$ cat src/rtl/stk_pkg.sv
package stk_pkg;

  localparam int PTR_W = 16;

  typedef logic [PTR_W-1:0] ptr_t;

  // Pointer value after an accepted push (pre-decrement).
  function automatic ptr_t ptr_after_push(input ptr_t p);
    return p - ptr_t'(1);
  endfunction

  // Pointer value after an accepted pop (post-increment).
  function automatic ptr_t ptr_after_pop(input ptr_t p);
    return p + ptr_t'(1);
  endfunction

  // Offset of an address inside the storage window.
  function automatic ptr_t slot_of(input ptr_t addr, input ptr_t lowest);
    return addr - lowest;
  endfunction

endpackage

$ cat src/rtl/stk_ptr.sv
module stk_ptr
  import stk_pkg::*;
#(
  parameter ptr_t EMPTY_ADDR = ptr_t'(16'h4000),
  parameter int   DEPTH      = 5
) (
  input  logic clk,
  input  logic rst_n,
  input  logic push_req,
  input  logic pop_req,
  output ptr_t tos,
  output logic push_ok,
  output logic pop_ok,
  output logic reject
);

  localparam ptr_t FULL_ADDR = EMPTY_ADDR - ptr_t'(DEPTH);

  logic at_empty;
  logic at_full;
  logic conflict;

  assign at_empty = (tos == EMPTY_ADDR);
  assign at_full  = (tos == FULL_ADDR);
  assign conflict = push_req && pop_req;

  assign push_ok = push_req && !pop_req && !at_full;
  assign pop_ok  = pop_req && !push_req && !at_empty;
  assign reject  = conflict || (push_req && at_full) || (pop_req && at_empty);

  always_ff @(posedge clk) begin
    if (!rst_n) begin
      tos <= EMPTY_ADDR;
    end else if (push_ok) begin
      tos <= ptr_after_push(tos);
    end else if (pop_ok) begin
      tos <= ptr_after_pop(tos);
    end
  end

endmodule

$ cat src/rtl/stk_mem.sv
module stk_mem #(
  parameter int DATA_W = 16,
  parameter int DEPTH  = 5,
  localparam int IDX_W = (DEPTH > 1) ? $clog2(DEPTH) : 1
) (
  input  logic              clk,
  input  logic              rst_n,
  input  logic              wr_en,
  input  logic [IDX_W-1:0]  wr_idx,
  input  logic [DATA_W-1:0] wr_data,
  input  logic [IDX_W-1:0]  rd_idx,
  output logic [DATA_W-1:0] rd_data
);

  logic [DATA_W-1:0] slot_q [DEPTH];

  for (genvar g = 0; g < DEPTH; g++) begin : g_slot
    always_ff @(posedge clk) begin
      if (!rst_n) begin
        slot_q[g] <= '0;
      end else if (wr_en && (wr_idx == IDX_W'(g))) begin
        slot_q[g] <= wr_data;
      end
    end
  end

  always_comb begin
    rd_data = '0;
    for (int i = 0; i < DEPTH; i++) begin
      if (rd_idx == IDX_W'(i)) rd_data = slot_q[i];
    end
  end

endmodule

$ cat src/rtl/stk_resp.sv
module stk_resp #(
  parameter int DATA_W = 16
) (
  input  logic              clk,
  input  logic              rst_n,
  input  logic              any_req,
  input  logic              reject,
  input  logic              pop_ok,
  input  logic [DATA_W-1:0] rd_data,
  output logic              resp_valid,
  output logic              resp_fail,
  output logic [DATA_W-1:0] pop_data
);

  always_ff @(posedge clk) begin
    if (!rst_n) begin
      resp_valid <= 1'b0;
      resp_fail  <= 1'b0;
      pop_data   <= '0;
    end else begin
      resp_valid <= any_req;
      resp_fail  <= reject;
      pop_data   <= pop_ok ? rd_data : '0;
    end
  end

endmodule

$ cat src/rtl/bounded_stack_ctrl.sv
module bounded_stack_ctrl
  import stk_pkg::*;
#(
  parameter int   DATA_W     = 16,
  parameter int   DEPTH      = 5,
  parameter ptr_t EMPTY_ADDR = ptr_t'(16'h4000)
) (
  input  logic              clk,
  input  logic              rst_n,
  input  logic              push_req,
  input  logic              pop_req,
  input  logic [DATA_W-1:0] push_data,
  output logic              resp_valid,
  output logic              resp_fail,
  output logic [DATA_W-1:0] pop_data,
  output logic [PTR_W-1:0]  tos
);

  localparam int   IDX_W     = (DEPTH > 1) ? $clog2(DEPTH) : 1;
  localparam ptr_t FULL_ADDR = EMPTY_ADDR - ptr_t'(DEPTH);

  // Internal events, named for the checker.
  logic              push_ok;
  logic              pop_ok;
  logic              reject;
  logic              any_req;
  logic [IDX_W-1:0]  wr_idx;
  logic [IDX_W-1:0]  rd_idx;
  logic [DATA_W-1:0] rd_data;

  assign any_req = push_req || pop_req;
  assign wr_idx  = IDX_W'(slot_of(ptr_after_push(tos), FULL_ADDR));
  assign rd_idx  = IDX_W'(slot_of(tos, FULL_ADDR));

  stk_ptr #(
    .EMPTY_ADDR (EMPTY_ADDR),
    .DEPTH      (DEPTH)
  ) ptr_i (
    .clk      (clk),
    .rst_n    (rst_n),
    .push_req (push_req),
    .pop_req  (pop_req),
    .tos      (tos),
    .push_ok  (push_ok),
    .pop_ok   (pop_ok),
    .reject   (reject)
  );

  stk_mem #(
    .DATA_W (DATA_W),
    .DEPTH  (DEPTH)
  ) mem_i (
    .clk     (clk),
    .rst_n   (rst_n),
    .wr_en   (push_ok),
    .wr_idx  (wr_idx),
    .wr_data (push_data),
    .rd_idx  (rd_idx),
    .rd_data (rd_data)
  );

  stk_resp #(
    .DATA_W (DATA_W)
  ) resp_i (
    .clk        (clk),
    .rst_n      (rst_n),
    .any_req    (any_req),
    .reject     (reject),
    .pop_ok     (pop_ok),
    .rd_data    (rd_data),
    .resp_valid (resp_valid),
    .resp_fail  (resp_fail),
    .pop_data   (pop_data)
  );

endmodule

$ cat config.mk
export PLATFORM = sky130hd
export DESIGN_NAME = bounded_stack_ctrl
export DESIGN_NICKNAME = d
export VERILOG_FILES = /design/src/rtl/stk_pkg.sv /design/src/rtl/stk_ptr.sv /design/src/rtl/stk_mem.sv /design/src/rtl/stk_resp.sv /design/src/rtl/bounded_stack_ctrl.sv
export SDC_FILE = /design/constraint.sdc
export NUM_CORES = 1
export LEC_CHECK = 0
export CAP_MARGIN = 10
export CORE_AREA = 3 3 103 105
export DETAILED_ROUTE_END_ITERATION = 7
export DIE_AREA = 0 0 106 108
export PLACE_DENSITY = 0.93
export SLEW_MARGIN = 10
export SYNTH_ARGS = -nofsm -noshare
export SYNTH_HDL_FRONTEND = slang
export SYNTH_HIERARCHICAL = 1
export SYNTH_SLANG_ARGS = --single-unit
export TNS_END_PERCENT = 20
$ cat constraint.sdc
create_clock -name clk -period 8.5 [get_ports clk]
set_clock_uncertainty 0.1 [all_clocks]
set_input_delay 2.55 -clock clk [delete_from_list [all_inputs] [get_ports clk]]
set_output_delay 2.55 -clock clk [all_outputs]
set_load 0.01 [all_outputs]
==> flow_summary_export.csv <==
group,metric,value,unit
sta,max_freq,0.1799,GHz
floorplanning,core.rowCount,36,
sta,relSlewSlack,26.66,%
global_route,grt_pass1_wl,23120,um
cts,clockBufferDepth,2,
global_route,grt_max_degree,50,
status,outcome,"complete, no violations",
worst_setup_path,endpoint_kind,"flop",
logic_synthesis,yosys.area.top_type_share,41.42,%
logic_synthesis,ys_seq_area_share,53.15,%
global_route,antenna_found_initial,0,
worst_setup_path,max_stage_delay,0.86,ns
logic_synthesis,yosysWarnings,6,
sta,rsz0062_at_grt,"no",
placed_design,globalplace.congestion,0.9034,
worst_setup_path,crit_fanout,23,
routing,routed-wl-met2,7860,um
pwr,powerDensity,230.8,nW/um^2
sta,worst_pin_slew,1.098,ns
cts,postCtsResizedCells,0,
logic_synthesis,syn_area_per_cell,11.58,um^2
logic_synthesis,synth_enable_flop_cells,80,
floorplanning,die_h,108,um
cts,cts_sinks,114,
placed_design,placed_area,6430,um^2
layout,nNetsFinal,596,
sta,period_share,65.38,%
layout,mostFrequentLayoutCells,"and2_1, edfxtp_1, clkdlybuf4s50_1, dfxtp_1, nand2_1",
global_route,track_usage,26.66,%
global_route,overflow,0,
worst_setup_path,critical_path_arrival,5.90,ns
routing,top_layer,"met4",
placed_design,dp_slack,2.601,ns
floorplanning,die-area,11450,um^2
worst_setup_path,path_cells,"clkdlybuf4s50_1 -> nor2b_1 -> o41a_1 -> ha_1 -> a21o_1 -> a21oi_1 -> a21oi_1 -> o211a_1 -> or2_2 -> o211ai_1",
placed_design,hpwlAfterDp,8554,um
routing,drc_errors,0,
cts,path_clk_slew,0.06,ns
layout,area_delta_synth_final,20.69,%
worst_setup_path,path_buf_inv,1,
logic_synthesis,synth_cells,501,
routing,wire_per_inst,20.93,um
sta,fin_tns_setup,0,ns
cts,cts_setup_buffers,0,
worst_setup_path,crit_start,"push_req",
logic_synthesis,synthArstFlopShare,0,%
logic_synthesis,synth_seq_cells,114,
pwr,vdd_drop_max,0.1345,mV
pwr,power.leakage,2.843,nW
sta,holdWs,0.4361,ns
cts,cts_tree,"yes",
sta,timing.final.ws_setup,2.943,ns
logic_synthesis,synthesis.nets,537,
pwr,power,1.616,mW
routing,postRouteWirelength,14780,um
cts,hold_buffers,0,
worst_setup_path,crit_type,"in -> reg",
layout,final_layout_size_suffix_gt1_share,11.87,%
logic_synthesis,ys.flop_type,"edfxtp_1",
sta,setup_viol,0,
routing,wl_met1,5440,um
logic_synthesis,yosysTopAreaCell,"edfxtp_1",
job,cap_violations,0,
floorplanning,coreArea,9729,um^2
routing,viasPerCell,6.237,
routing,detail-route-antenna-nets,0,
sta,period_needed,5.557,ns
global_route,grt_pass1_vias,4609,
logic_synthesis,synth_area_leaders,"edfxtp_1, dfxtp_1, and2_1",
floorplanning,die_w,106,um
routing,wl_met3,919,um
worst_setup_path,critical-path-top-delay-family,"compound AO/OA/AOI/OAI gates",
cts,htreeDepth,4,
sta,hold_viol,0,
min_path,hold_path_class,"reg -> reg",
cts,clk_latency,0.52,ns
sta,maxSlewViolCount,0,
worst_setup_path,critPathLaunchType,"primary input",
floorplanning,initial_core_util,59.62,%
layout,antenna_cells,0,
layout,layout_commonest_cell,"and2_1",
routing,dr.first_iter.drc_count,482,
routing,firstDrtPassIters,5,
layout,stdcell_area,7000,um^2
worst_setup_path,timing.rr.start,"ptr_i/tos[0]",
routing,num_vias,4403,
floorplanning,boundaryPins,54,
logic_synthesis,netlist_area,5801,um^2
logic_synthesis,synth_cell_types,65,
worst_setup_path,cp_common_cell,"a21oi_1",
worst_setup_path,cp_slowest_cell,"o41a_1",
placed_design,portBuffers,53,
cts,root_buffer,"clkbuf_8",
layout,fillers,657,
cts,numCtsBuffers,17,
worst_setup_path,cp.required,8.84,ns
min_path,min_from,"ptr_i/tos[4]",
-- power breakdown --
group | total, mW | switching (mW) | internal (mW)
Sequential | 0.656 | 0.0281 | 0.628
Combinational | 0.280 | 0.159 | 0.121
Clock | 0.680 | 0.262 | 0.418
Total | 1.62 | 0.449 | 1.17
-- synthesized netlist by cell type, drive strengths merged, types with 3 or more instances --
cell type,n
a21oi,13
a21o,5
inv,3
ha,15
xnor2,5
buf,16
nor2b,10
o21ai,25
or3,4
and2,85
nor2,16
a222oi,4
nand2b,6
dfxtp,34
nand3b,3
o2bb2ai,11
edfxtp,80
nand2,32
a21boi,7
o211ai,3
nor4,4
o211a,4
a211o,3
nor3,3
and3,20
mux2,7
or2,4
mux2i,26
nand3,10
o21a,12
clkbuf,7
-- registers in the layout, summed over array words and instances, names as in the netlist --
register,cells
mem_i/slot_q,80
ptr_i/tos,16
resp_i/pop_data,16
resp_i/resp_fail,1
resp_i/resp_valid,1
-- metal layers --
layer	up-vias	track usage, %
met5	-	0
met4	0	17.30
met3	54	6.209
met2	222	47.72
met1	2154	28.27
li1	1973	-
-- worst reg2reg max path: stages, from the launching register on --
cell and delay (ns):
dfxtp_1 0.86, nand4b_1 0.27, o41a_1 0.87, ha_1 0.55, a21o_1 0.21, a21oi_1 0.23
a21oi_1 0.16, o211a_1 0.30, or2_2 0.32, o211ai_1 0.17
-- worst paths after layout --
path,to,slack [ns],cells after the start
setup / recovery,ptr_i/tos[13],2.94,10
hold / removal,ptr_i/tos[4],0.44,2
setup reg to reg,ptr_i/tos[13],4.39,9
hold reg to reg,ptr_i/tos[4],0.44,2
-- cells by family (layout without fill, tap and decap cells) --
family | Yosys count | after routing | share of synthesized area [%]
and+or+nand+nor | 207 | 207 | 21.57
DFF | 114 | 114 | 53.15
AOI/OAI and AO/OA | 99 | 99 | 11.93
muxes | 33 | 33 | 5.910
buffers and inverters | 26 | 98 | 2.955
adders and majority gates | 16 | 16 | 3.581
xor gates and xnor gates | 6 | 6 | 0.9059
-- per-stage QoR --
stage	std cells	util (%)
finish	706	71.95
global route	706	71.95
CTS	706	71.95
detailed placement	674	66.09
global placement	674	66.09
floorplan	501	-
-- layout make-up --
cell class,count,area [um^2],area share (%)
multi-input cells,361,2564,36.62
flip-flops and latches,114,3083,44.04
repair buffers,63,605.6,8.651
clock inverters,15,156.4,2.234
inverters,3,11.26,0.1609
well taps,133,166.4,2.377
clock buffers,17,414.1,5.916
(Power assumes the default switching activity.)
